`src/rtl/pswallow_pkg.sv`:
```
package pswallow_pkg;
  localparam int unsigned A_FIELD_W = 7;  // swallow field width at the port
  localparam int unsigned B_MIN     = 3;  // smallest legal main count
endpackage

```
`src/rtl/pswallow_main.sv`:
```
module pswallow_main #(
  parameter int unsigned B_W = 11
) (
  input  logic           clk_i,
  input  logic           rst_ni,
  input  logic           load_i,
  input  logic [B_W-1:0] b_i,
  output logic           tc_o
);
  import pswallow_pkg::*;

  logic [B_W-1:0] b_cnt;

  // counts B-1 down to 0; reaching 0 marks the last cycle of the period
  always_ff @(posedge clk_i or negedge rst_ni) begin
    if (!rst_ni)     b_cnt <= '0;
    else if (load_i) b_cnt <= b_i - B_W'(1);
    else             b_cnt <= b_cnt - B_W'(1);
  end

  assign tc_o = (b_cnt == '0);

  // only legal main counts are ever loaded
  p_b_legal_r1: assert property (@(posedge clk_i) disable iff (!rst_ni)
    load_i |-> (b_i >= B_W'(B_MIN)));
endmodule

```
`src/rtl/pswallow_swallow.sv`:
```
module pswallow_swallow #(
  parameter int unsigned A_W  = 7,
  parameter int unsigned AF_W = 7
) (
  input  logic            clk_i,
  input  logic            rst_ni,
  input  logic            load_i,
  input  logic [AF_W-1:0] a_i,
  output logic            busy_o
);
  logic [A_W-1:0] a_eff;
  logic [A_W-1:0] a_cnt;

  generate
    if (A_W < AF_W) begin : g_narrow
      assign a_eff = a_i[A_W-1:0];  // upper field bits are don't-care
    end else begin : g_full
      assign a_eff = a_i;
    end
  endgenerate

  always_ff @(posedge clk_i or negedge rst_ni) begin
    if (!rst_ni)              a_cnt <= '0;
    else if (load_i)          a_cnt <= a_eff;
    else if (a_cnt != '0)     a_cnt <= a_cnt - A_W'(1);
  end

  assign busy_o = (a_cnt != '0);

  // once expired, the swallow count stays expired until a reload
  p_swallow_hold_r2: assert property (@(posedge clk_i) disable iff (!rst_ni)
    (!busy_o && !load_i) |=> !busy_o);
endmodule

```
`src/rtl/pswallow_div.sv`:
```
module pswallow_div #(
  parameter int unsigned A_W = 7,
  parameter int unsigned B_W = 11
) (
  input  logic                              clk_i,
  input  logic                              rst_ni,
  input  logic                              hold_i,
  input  logic                              psel_i,
  input  logic [pswallow_pkg::A_FIELD_W-1:0] a_i,
  input  logic [B_W-1:0]                    b_i,
  output logic                              psel_o,
  output logic                              mod_o,
  output logic                              div_o
);
  import pswallow_pkg::*;

  logic arm_q;
  logic psel_q;
  logic tc;
  logic busy;
  logic reload;
  logic run;

  // first edge after reset loads the counters
  always_ff @(posedge clk_i or negedge rst_ni) begin
    if (!rst_ni) arm_q <= 1'b0;
    else         arm_q <= 1'b1;
  end

  assign reload = !arm_q || hold_i || tc;
  assign run    = arm_q && !hold_i;

  pswallow_main #(.B_W(B_W)) i_main (
    .clk_i  (clk_i),
    .rst_ni (rst_ni),
    .load_i (reload),
    .b_i    (b_i),
    .tc_o   (tc)
  );

  pswallow_swallow #(.A_W(A_W), .AF_W(A_FIELD_W)) i_swallow (
    .clk_i  (clk_i),
    .rst_ni (rst_ni),
    .load_i (reload),
    .a_i    (a_i),
    .busy_o (busy)
  );

  always_ff @(posedge clk_i or negedge rst_ni) begin
    if (!rst_ni)     psel_q <= 1'b0;
    else if (reload) psel_q <= psel_i;
  end

  assign psel_o = psel_q;
  assign div_o  = run && tc;
  assign mod_o  = run && busy;

  // the divided pulse is one cycle wide
  p_div_single_r1: assert property (@(posedge clk_i) disable iff (!rst_ni)
    div_o |=> !div_o);

  // modulus control only rises at the start of a period
  p_mod_rise_start_r2: assert property (@(posedge clk_i) disable iff (!rst_ni)
    $rose(mod_o) |-> $past(div_o || hold_i || !arm_q));

  // prescaler select only moves at a boundary
  p_psel_boundary_r8: assert property (@(posedge clk_i) disable iff (!rst_ni)
    !$stable(psel_o) |-> $past(div_o || hold_i || !arm_q));

  // a held cycle leaves the counters at period start, never at terminal
  p_no_tc_after_hold_r6: assert property (@(posedge clk_i) disable iff (!rst_ni)
    $past(hold_i) |-> !div_o);
endmodule

```
`config.mk`:
```
export PLATFORM = sky130hd
export DESIGN_NAME = pswallow_div
export DESIGN_NICKNAME = d
export VERILOG_FILES = /design/src/rtl/pswallow_pkg.sv /design/src/rtl/pswallow_main.sv /design/src/rtl/pswallow_swallow.sv /design/src/rtl/pswallow_div.sv
export SDC_FILE = /design/constraint.sdc
export NUM_CORES = 1
export LEC_CHECK = 0
export ABC_AREA = 1
export BUFFER_PORTS_ARGS = -buffer_cell sky130_fd_sc_hd__buf_2
export CORE_MARGIN = 2
export CORE_UTILIZATION = 54
export CTS_CLUSTER_DIAMETER = 200
export DETAILED_ROUTE_END_ITERATION = 10
export PLACE_DENSITY = 0.78
export REMOVE_ABC_BUFFERS = 1
export SYNTH_ARGS = -nofsm -noshare
export SYNTH_HDL_FRONTEND = slang
export SYNTH_SLANG_ARGS = --single-unit
```
`constraint.sdc`:
```
create_clock -name clk_i -period 2.3 [get_ports clk_i]
set_clock_uncertainty 0.1 [all_clocks]
set_input_delay 0.23 -clock clk_i [delete_from_list [all_inputs] [get_ports clk_i]]
set_output_delay 0.23 -clock clk_i [all_outputs]
set_load 0.02 [all_outputs]
```
==> impl_metrics.py, run 1 <==
metrics = {
    "global_route": {
        "grt_pass1_wl_um": 4440,
        "grt_max_degree": 21,
        "grt_pass1_vias": 1114,
        "globalRoute.totalOverflow": 0,
        "antenna_found_initial": 0,
        "grt_use_total": 0.218,
    },
    "clock_tree": {
        "clkSinkCount": 20,
        "tritoncts": "built",
        "clock_path_buffers": 2,
        "cts_root_buf": "clkbuf_4",
        "clk_latency_ns": 0.31,
        "post-cts-setup-buffer-count": 0,
        "cts_resized": 0,
        "cts_buffers": 3,
        "clkTransAtPathRegs_ns": 0.12,
        "htreeDepth": 1,
    },
    "floorplanning": {
        "core_um2": 2230,
        "rows": 17,
        "num_io_pins": 25,
        "die_x_um": 52.9,
        "die_area_um2": 2800,
        "start_util": 0.579,
        "die_y_um": 52.9,
    },
    "finish": {
        "n_fill_cell": 200,
        "area.growth.synth_to_final_pct": 16.2,
        "fin_area_um2": 1500,
        "layout.nets": 234,
        "drive_gt1_frac": 0.231,
        "finalNonFillerCells": 236,
        "antenna_cells": 0,
    },
    "pwr": {
        "switching_share": 0.281,
        "leakagePower_uw": 0.000822,
        "netSwitchingPower_uw": 250,
        "power_density_nw_per_um2": 593,
        "clkPwrFrac": 0.326,
        "intPower_uw": 640,
        "power_frac_comb": 0.213,
        "pwr-share-seq": 0.460,
        "ir_drop_uv": 519,
    },
    "detailed_routing": {
        "drtAntennaViolNets": 0,
        "first_pass_iters": 4,
        "drc_errors": 0,
        "wirelength_um": 2530,
        "routedWlPerCell_um": 10.7,
        "drtIter0Drc": 18,
        "routed_via_density": 4.84,
        "num_vias": 1143,
    },
    "synthesis": {
        "synth_edf_count": 0,
        "yosys_warnings": 0,
        "syn_area_per_cell_um2": 7.18,
        "async_reset_ff_frac": 1.00,
        "syn_inst": 180,
        "ys_ff_latch": 20,
        "seq_area_frac_synth": 0.387,
        "syn_area_um2": 1290,
        "yosys_most_used_dff": "dfrtp_1",
        "synth.distinct_cells": 26,
    },
    "run": {
        "maxCapViolations": 0,
    },
    "place": {
        "placed_area_um2": 1440,
        "place_ws_ns": 0.301,
        "dpl.cell_count": 231,
        "place_hpwl_um": 2030,
        "port_buffers": 24,
        "routabilityCongestion": 0.813,
    },
    "sta": {
        "setup_viol": 0,
        "slew_headroom": 0.660,
        "timing.fmax_ghz": 0.499,
        "report.final.slew_viol_count": 0,
        "worst_slack_ns": 0.298,
        "final_hold_viol_count": 0,
        "fin_tns_setup_ns": 0,
        "worst_slew_pin_slew_ns": 0.505,
        "rsz0062_at_grt": "no",
        "period_needed_ns": 2.00,
        "period_share": 0.871,
    },
    "critical_path": {
        "reg2reg_slack_ns": 0.30,
        "crit_path_start_kind": "flip-flop",
        "crit_fanout": 16,
        "worst-setup-path-type": "flip-flop to flip-flop",
        "crit_path_end_kind": "flip-flop",
        "crit_arrival_ns": 2.11,
        "ff2ff_path_depth": 12,
        "worstPathRequired_ns": 2.41,
    },
    "hold_path": {
        "hold_path_class": "primary input to flip-flop",
        "hold_depth": 3,
    },
    "status": {
        "status": "complete, no violations",
    },
}
[metal layers]
metal | vias to the layer above | wire (um) | track usage
li1 | 600 | - | -
met1 | 513 | 1060 | 0.254
met2 | 25 | 1330 | 0.398
met3 | 5 | 107 | 0.0311
met4 | 0 | 36 | 0.0855
met5 | - | 0 | 0
[final timing paths]
check,end,start
min in group asynchronous,i_swallow.a_cnt[2],rst_ni
hold / removal,psel_o,psel_i
max in group asynchronous,i_swallow.a_cnt[1],rst_ni
hold reg to reg,psel_o,psel_o
setup / recovery,i_main.b_cnt[7],i_main.b_cnt[10]
setup reg to reg,i_main.b_cnt[7],i_main.b_cnt[10]
[registers in the layout, summed over array words and instances, names as in the netlist]
signal	cells
psel_o	1
arm_q	1
i_swallow.a_cnt	7
i_main.b_cnt	11
[power groups by stage]
stage	combinational [uW]	clock (uW)	sequential [uW]
final	190	291	410
after floorplan	132	0	413
after CTS	192	293	409
after detailed placement	190	0	417
after global routing	217	309	414
after global placement	184	0	414
[cell families (layout without fill, tap and decap cells)]
group                      Yosys count  after routing  synth area share
other                                1              1           0.00290
AOI/OAI and AO/OA                   13             13            0.0561
DFF                                 20             20             0.387
adders and majority gates            3              3            0.0290
buffers and inverters               34             62             0.111
xor gates and xnor gates             9              9            0.0610
and+or+nand+nor                    100            100             0.352
[Yosys cell counts (2+ instances only)]
library cell	n	area [um^2]
nand2_2	9	56.3
nand2_1	53	199
nor2_2	4	25.0
o21ai_0	5	25.0
nand2_4	2	22.5
dfrtp_1	20	500
nand3_1	9	45.0
inv_2	2	7.51
inv_1	28	105
nor2_1	16	60.1
xor2_1	7	61.3
xnor2_1	2	17.5
buf_4	2	15.0
a21oi_1	4	20.0
nand3b_1	4	30.0
ha_1	3	37.5
[critical path, cell delays in order, from the launching register on]
cell and delay (ns):
dfrtp_1 0.39, nor2_1 0.12, nand2_1 0.07, nor2_1 0.08
nand2_1 0.08, nand2_2 0.13, buf_4 0.25, nand2_1 0.07
nand2_1 0.14, nand2_2 0.08, nor2_2 0.16, nand2_1 0.08
xor2_1 0.14
[final cells by class]
| cell class | count | area, um^2 | area share |
|---|---|---|---|
| clock buffer | 3 | 22.5 | 0.0150 |
| clock inverter | 1 | 30.0 | 0.0200 |
| inverter | 30 | 113 | 0.0750 |
| multi-input combinational | 126 | 648 | 0.432 |
| sequential | 20 | 500 | 0.333 |
| tap | 28 | 35.0 | 0.0233 |
| timing repair buffer | 28 | 153 | 0.102 |
[what timing repair did]
| item | in CTS | in global routing |
|---|---|---|
| endpoints found under the hold margin | 20 | 0 |
| hold buffers | 1 | 0 |
| endpoints found under the setup margin | 0 | 0 |
[placed cells by master, fill, tap and decap left out, drive strengths merged, types with 2 or more instances in the layout]
| cell | instances |
|---|---|
| inv | 30 |
| nand3 | 9 |
| a21oi | 4 |
| xor2 | 7 |
| dfrtp | 20 |
| xnor2 | 2 |
| nand2 | 64 |
| o21ai | 6 |
| clkbuf | 3 |
| nor2 | 20 |
| ha | 3 |
| buf | 27 |
| nand3b | 4 |
[metrics by stage]
stage                      util  hold slack (ns)  total power (uW)
after detailed placement  0.644            0.101               606
after global routing      0.672           0.0336               940
after global placement    0.644           0.0954               598
final                     0.672           0.0127               890
after floorplan               -           -0.166               545
after CTS                 0.672           0.0117               894
No activity file was read; power rests on OpenSTA's default activity.
==> inputs of run 2 (changes only) <==
--- a/config.mk
+++ b/config.mk
@@ -5,13 +5,12 @@
 export SDC_FILE = /design/constraint.sdc
 export NUM_CORES = 1
 export LEC_CHECK = 0
-export ABC_AREA = 1
 export BUFFER_PORTS_ARGS = -buffer_cell sky130_fd_sc_hd__buf_2
 export CORE_MARGIN = 2
-export CORE_UTILIZATION = 54
+export CORE_UTILIZATION = 53
 export CTS_CLUSTER_DIAMETER = 200
 export DETAILED_ROUTE_END_ITERATION = 10
-export PLACE_DENSITY = 0.78
+export PLACE_DENSITY = 0.77
 export REMOVE_ABC_BUFFERS = 1
 export SYNTH_ARGS = -nofsm -noshare
 export SYNTH_HDL_FRONTEND = slang
==> run 2 against run 1 <==
Effect of this change:
- first-iteration DRC count rose by 5.6%
- power fell by 9.3%
- register-to-register slack got worse by 0.15 ns
- setup slack got worse by 0.15 ns
- flip-flop and latch count did not move
- wire length rose by 6.0%
- combinational power rose by 6%
- critical path type unchanged
- critical endpoint is now i_main.b_cnt[10]
- largest cell class unchanged
- largest power group unchanged
==> impl_metrics.py, run 2 <==
metrics = {
    "place": {
        "routabilityCongestion": 0.836,
        "place_hpwl_um": 1990,
        "port_buffers": 24,
    },
    "finish": {
        "n_fill_cell": 186,
        "antenna_cells": 0,
        "drive_gt1_frac": 0.318,
        "largest_register": "i_main.b_cnt",
        "largest_register_ffs": 11,
        "final_cell_mix": "buf_2, dfrtp_1, nand2_1, buf_4",
        "area.growth.synth_to_final_pct": 18.7,
        "final_common_cell": "buf_2",
        "reg.largest.list": "i_main.b_cnt x11, i_swallow.a_cnt x7",
        "postLayoutCoreUtil": 0.663,
        "layout.nets": 181,
    },
    "critical_path": {
        "path_delay_family": "compound AO/OA/AOI/OAI gates",
        "crit_arrival_ns": 2.28,
        "worst-path-buf-inv": 0,
        "crit_slowest_cell": "dfrtp_2",
        "crit_path_end_kind": "flip-flop",
        "ff2ff_path_depth": 7,
        "path_depth": 7,
        "crit_path_start_kind": "flip-flop",
        "path_cells": "nor4_4 > a31o_1 > mux2i_2 > ha_2 > o211ai_2 > a311oi_2 > xnor2_1",
        "reg2reg_slack_ns": 0.15,
        "crit_fanout": 4,
        "worst-setup-path-type": "flip-flop to flip-flop",
        "critPathMaxStageDelay_ns": 0.46,
        "worstPathRequired_ns": 2.43,
    },
    "global_route": {
        "grt_max_degree": 27,
        "grt_pass1_wl_um": 4170,
        "globalRoute.totalOverflow": 0,
        "antenna_found_initial": 0,
        "grt_pass1_vias": 991,
        "grt_use_total": 0.212,
    },
    "sta": {
        "timing.fmax_ghz": 0.466,
        "slew_headroom": 0.565,
        "report.final.slew_viol_count": 0,
        "period_needed_ns": 2.15,
        "setup_viol": 0,
        "worst_slew_pin_slew_ns": 0.651,
        "period_share": 0.934,
        "hold_slack_ns": 0.0245,
        "final_hold_viol_count": 0,
    },
    "hold_path": {
        "hold_path_class": "primary input to flip-flop",
        "hold_depth": 3,
    },
    "clock_tree": {
        "tritoncts": "built",
        "cts_buffers": 3,
        "cts_root_buf": "clkbuf_4",
        "htreeDepth": 1,
        "clkSinkCount": 20,
        "clk_latency_ns": 0.30,
        "clkTransAtPathRegs_ns": 0.11,
        "clock_path_buffers": 2,
    },
    "pwr": {
        "netSwitchingPower_uw": 255,
        "ir_drop_uv": 485,
        "power_density_nw_per_um2": 551,
        "pwr-share-seq": 0.544,
        "intPower_uw": 553,
        "switching_share": 0.315,
        "leakagePower_uw": 0.000655,
        "clkPwrFrac": 0.206,
        "power_frac_comb": 0.250,
    },
    "synthesis": {
        "syn_inst": 123,
        "seq_area_frac_synth": 0.405,
        "yosys_warnings": 0,
        "synth_top_area_cell": "dfrtp_1",
        "syn_area_per_cell_um2": 10.0,
        "synth.most_common_cell": "dfrtp_1",
        "synthTopCellsByCount": "dfrtp_1, nand2_1, nor2_1, xnor2_1",
        "yosysTopAreaCellShare": 0.405,
        "async_reset_ff_frac": 1.00,
        "synth_edf_count": 0,
        "syn_area_um2": 1230,
        "synthTopCellsByArea": "dfrtp_1, xnor2_1, xor2_1",
        "ys_ff_latch": 20,
        "yosys_most_used_dff": "dfrtp_1",
        "synth.distinct_cells": 42,
    },
    "run": {
        "maxCapViolations": 0,
    },
    "detailed_routing": {
        "routedWlPerCell_um": 14.8,
        "wirelength_um": 2690,
        "drtAntennaViolNets": 0,
        "drc_errors": 0,
        "first_pass_iters": 4,
        "routed_via_density": 5.96,
        "num_vias": 1084,
        "drtIter0Drc": 19,
    },
    "floorplanning": {
        "core_um2": 2210,
        "die_x_um": 52.3,
        "die_y_um": 52.3,
        "die_area_um2": 2730,
        "num_io_pins": 25,
        "rows": 17,
        "start_util": 0.558,
    },
    "status": {
        "status": "complete, no violations",
    },
}
## run 2: changes by cell type in the layout (fill, tap and decap cells not counted), moves of 4 or more
| cell | delta |
|---|---|
| nand3b_1 | -4 |
| buf_4 | +6 |
| nand2_1 | -43 |
| nor2_2 | -4 |
| inv_1 | -24 |
| xnor2_1 | +6 |
| nor2_1 | -8 |
| a22oi_1 | +6 |
| nand3_1 | -7 |
| nand2_2 | -9 |
| mux2i_1 | +4 |
## run 2: worst reg2reg max path: stages, from the launching register on
cell and delay (ns):
dfrtp_2 0.46, nor4_4 0.31, a31o_1 0.27, mux2i_2 0.27
ha_2 0.22, o211ai_2 0.10, a311oi_2 0.22, xnor2_1 0.14
## run 2: power by group through the flow
| stage | Clock (uW) | Sequential (uW) | Combinational, uW |
|---|---|---|---|
| floorplan | 0 | 437 | 122 |
| global placement | 0 | 442 | 182 |
| detailed placement | 0 | 446 | 189 |
| CTS | 175 | 439 | 191 |
| global route | 189 | 443 | 226 |
| finish | 166 | 439 | 202 |
## run 2: layout make-up
type                            count  area, um^2  share of cell area
Clock buffer                        3        22.5              0.0154
Inverter                            4        15.0              0.0102
Multi-Input combinational cell     93         694               0.474
Sequential cell                    20         502               0.342
Tap cell                           28        35.0              0.0239
Timing Repair Buffer               34         198               0.135
## run 2: repair_timing
action / CTS / global route
hold buffers: 1 / 0
endpoints found under the hold margin: 20 / 0
gates resized for setup: 0 / 3
endpoints found under the setup margin: 0 / 1
setup buffers: 0 / 3
## run 2: cell families (layout without fill, tap and decap cells)
kind of cell	Yosys count	in the layout	share of synthesized area
buf+inv	10	41	0.0375
simple gates	39	39	0.196
flops	20	20	0.405
other cells	1	1	0.00304
xor+xnor	14	14	0.0993
fa+ha+maj	3	3	0.0304
mux	6	6	0.0496
compound gates	30	30	0.179
## run 2: per-stage QoR
| stage | total power (uW) | area [um^2] | setup TNS, ns | worst slack, ns | instances |
|---|---|---|---|---|---|
| 2_1_floorplan | 559 | 1200 | -1.16 | -0.422 | 117 |
| 3_3_place_gp | 625 | 1400 | 0 | 0.223 | 175 |
| 3_5_place_dp | 635 | 1400 | 0 | 0.143 | 175 |
| 4_1_cts | 804 | 1440 | 0 | 0.120 | 179 |
| 5_1_grt | 859 | 1470 | -0.00968 | -0.00968 | 182 |
| 6_report | 807 | 1470 | 0 | 0.153 | 182 |
## run 2: layer usage
metal  part of all wire  up-vias  global-route usage
met4              0.026        0               0.111
met2               0.51       35               0.373
met5                  0        -                   0
met3              0.056        9              0.0486
li1                   -      510                   -
met1               0.41      530               0.235
## run 2: worst paths after layout
path / startpoint / endpoint
max in group asynchronous: rst_ni / i_main.b_cnt[7]
min in group asynchronous: rst_ni / i_swallow.a_cnt[0]
worst max register to register: i_main.b_cnt[7] / i_main.b_cnt[10]
worst min register to register: psel_o / psel_o
worst min-delay path: a_i[0] / i_swallow.a_cnt[0]
worst max-delay path: i_main.b_cnt[7] / i_main.b_cnt[10]
==> inputs of run 3 (changes only) <==
--- a/config.mk
+++ b/config.mk
@@ -6,12 +6,14 @@
 export NUM_CORES = 1
 export LEC_CHECK = 0
 export BUFFER_PORTS_ARGS = -buffer_cell sky130_fd_sc_hd__buf_2
+export CORE_ASPECT_RATIO = 0.5
 export CORE_MARGIN = 2
-export CORE_UTILIZATION = 53
+export CORE_UTILIZATION = 39
 export CTS_CLUSTER_DIAMETER = 200
+export CTS_CLUSTER_SIZE = 40
 export DETAILED_ROUTE_END_ITERATION = 10
-export PLACE_DENSITY = 0.77
 export REMOVE_ABC_BUFFERS = 1
 export SYNTH_ARGS = -nofsm -noshare
 export SYNTH_HDL_FRONTEND = slang
+export SYNTH_HIERARCHICAL = 1
 export SYNTH_SLANG_ARGS = --single-unit
==> run 3 against run 2 <==
Effect of this change:
- the flow now finishes with violations (setup timing)
- cell area is 17% higher
- maximum frequency down 8.1%
- synthesized area is 3.9% higher
- sequential power is 4% lower
- synthesized cell count grew 2.4%
- critical path type unchanged
==> impl_metrics.py, run 3 <==
metrics = {
    "status": {
        "status": "finished, violations left",
        "violations": "setup timing",
    },
    "floorplanning": {
        "die_y_um": 44.6,
        "core_um2": 3070,
        "die_x_um": 85.1,
        "num_io_pins": 25,
        "die_area_um2": 3790,
        "rows": 14,
        "start_util": 0.418,
    },
    "detailed_routing": {
        "drc_errors": 0,
        "routedWlPerCell_um": 13.0,
        "drtAntennaViolNets": 0,
        "first_pass_iters": 3,
        "num_vias": 1071,
        "routed_via_density": 5.08,
        "drtIter0Drc": 32,
        "wirelength_um": 2740,
    },
    "synthesis": {
        "yosys_most_used_dff": "dfrtp_1",
        "synth_top_area_cell": "dfrtp_1",
        "synth_edf_count": 0,
        "synthTopCellsByArea": "dfrtp_1, xnor2_1, mux2i_1",
        "yosysTopAreaCellShare": 0.390,
        "syn_area_per_cell_um2": 10.2,
        "seq_area_frac_synth": 0.390,
        "async_reset_ff_frac": 1.00,
        "yosys_warnings": 6,
        "syn_inst": 126,
        "synth.most_common_cell": "dfrtp_1",
        "synthTopCellsByCount": "dfrtp_1, nor3_1, xnor2_1",
        "ys_ff_latch": 20,
        "syn_area_um2": 1280,
        "synth.distinct_cells": 42,
    },
    "sta": {
        "timing.fmax_ghz": 0.428,
        "period_needed_ns": 2.34,
        "worst_slack_ns": -0.0370,
        "rsz0062_at_grt": "yes",
        "setup_viol": 3,
        "period_share": 1.02,
        "final_hold_viol_count": 0,
        "report.final.slew_viol_count": 0,
    },
    "clock_tree": {
        "clkSinkCount": 20,
        "tritoncts": "built",
        "clk_latency_ns": 0.26,
        "clock_path_buffers": 2,
        "cts_root_buf": "clkbuf_8",
        "clkTransAtPathRegs_ns": 0.08,
        "cts_buffers": 3,
        "htreeDepth": 1,
    },
    "critical_path": {
        "cp-startpoint": "i_main/b_cnt[6]",
        "crit_arrival_ns": 2.37,
        "crit_path_end_kind": "flip-flop",
        "crit_fanout": 6,
        "reg2reg_slack_ns": -0.04,
        "cp-endpoint": "i_main/b_cnt[6]",
        "crit_path_start_kind": "flip-flop",
        "ff2ff_path_depth": 10,
        "worst-setup-path-type": "flip-flop to flip-flop",
        "timing.rr.start": "i_main/b_cnt[6]",
        "worstPathRequired_ns": 2.33,
        "rr_endpoint": "i_main/b_cnt[6]",
    },
    "place": {
        "dpl.cell_count": 206,
        "place_hpwl_um": 2050,
        "place_ws_ns": -0.190,
        "port_buffers": 24,
        "routabilityCongestion": 0.729,
    },
    "global_route": {
        "grt_max_degree": 28,
        "grt_use_total": 0.163,
        "globalRoute.totalOverflow": 0,
        "grt_pass1_wl_um": 4750,
        "grt_pass1_vias": 1120,
        "antenna_found_initial": 0,
    },
    "finish": {
        "largest_register_ffs": 11,
        "largest_register": "i_main/b_cnt",
        "final_common_cell": "buf_2",
        "finalNonFillerCells": 211,
        "final_cell_mix": "buf_2, dfrtp_1, buf_4, xnor2_1, nor3_1",
        "antenna_cells": 0,
        "postLayoutCoreUtil": 0.559,
        "reg.largest.list": "i_main/b_cnt x11, i_swallow/a_cnt x7",
        "area.growth.synth_to_final_pct": 33.6,
        "drive_gt1_frac": 0.398,
        "layout.nets": 197,
        "n_fill_cell": 266,
    },
    "pwr": {
        "power_density_nw_per_um2": 597,
        "leakagePower_uw": 0.000769,
        "ir_drop_uv": 401,
    },
    "run": {
        "maxCapViolations": 0,
    },
    "hold_path": {
        "hold_path_class": "primary input to flip-flop",
    },
}
## run 3: cell types whose count changed in the layout (fill, tap and decap cells not counted), moves of 3 or more
| cell | change |
|---|---|
| xnor2_1 | +3 |
| mux2i_1 | +3 |
| nor3_1 | +5 |
| nor2_1 | -5 |
| clkbuf_8 | +3 |
| buf_4 | +9 |
| a22oi_1 | -6 |
| nand2_1 | -4 |
| nor4_2 | +3 |
| clkbuf_4 | -3 |
## run 3: power by group
part	internal [uW]	total, uW	leakage, uW	switching [uW]
Sequential	389	422	0.000234	32.5
Clock	232	352	0.0000357	120
Combinational	129	248	0.000499	119
Total	751	1020	0.000769	272
## run 3: per-stage QoR
stage,hold WS [ns],instance area [um^2],TNS (ns),total power (uW)
after detailed placement,0.114,1580,-0.903,659
after floorplan,-0.166,1260,-4.83,552
after CTS,0.0607,1690,-0.167,1030
after global placement,0.114,1580,-0.616,654
final,0.0682,1710,-0.0561,1020
after global routing,0.0637,1710,-1.07,1080
## run 3: area by class of cell
| type | instances | area [um^2] | share of cell area |
|---|---|---|---|
| repair buffers | 44 | 277 | 0.161 |
| clock buffers | 3 | 41.3 | 0.0241 |
| clock inverters | 1 | 30.0 | 0.0175 |
| well taps | 40 | 50.0 | 0.0292 |
| flip-flops and latches | 20 | 500 | 0.292 |
| multi-input cells | 97 | 792 | 0.462 |
| inverters | 6 | 22.5 | 0.0131 |
## run 3: worst min path at each step
stage	startpoint	endpoint	slack, ns	cells after the start
4_1_cts	a_i[3]	i_swallow/a_cnt[3]	0.06	2
3_3_place_gp	rst_ni	i_main/b_cnt[6]	0.11	1
2_1_floorplan	rst_ni	arm_q	-0.17	0
5_1_grt	a_i[3]	i_swallow/a_cnt[3]	0.06	2
6_report	a_i[3]	i_swallow/a_cnt[3]	0.07	2
3_5_place_dp	rst_ni	i_main/b_cnt[5]	0.11	1
## run 3: cells by family (layout without fill, tap and decap cells)
kind of cell	after synthesis	count (layout)	share of synthesized area
xor+xnor	15	15	0.102
flops	20	20	0.390
simple gates	44	44	0.219
fa+ha+maj	3	3	0.0293
compound gates	24	24	0.135
buf+inv	9	54	0.0332
mux	10	10	0.0888
other cells	1	1	0.00292
## run 3: critical path, stage by stage, from the launching register on
cell and delay [ns]:
dfrtp_1 0.39, nor4_2 0.29, and3_1 0.24, nor3b_2 0.06
inv_2 0.10, mux2i_2 0.24, ha_2 0.25, o211ai_4 0.13
o21a_1 0.19, o21ai_1 0.12, o21ai_1 0.09
## run 3: what timing repair did
action	in CTS	in global routing
hold endpoints to repair	20	0
pin swaps	3	6
hold buffers	1	0
cloned	0	0
setup buffers	0	0
gates resized for setup	10	6
setup endpoints to repair	7	7
## run 3: routing by layer
layer  track usage  vias to the layer above  share of wire
met3        0.0485                        0          0.025
li1              -                      545              -
met1         0.189                      516           0.47
met4        0.0349                        0              0
met5             0                        -              0
met2         0.305                       10           0.51
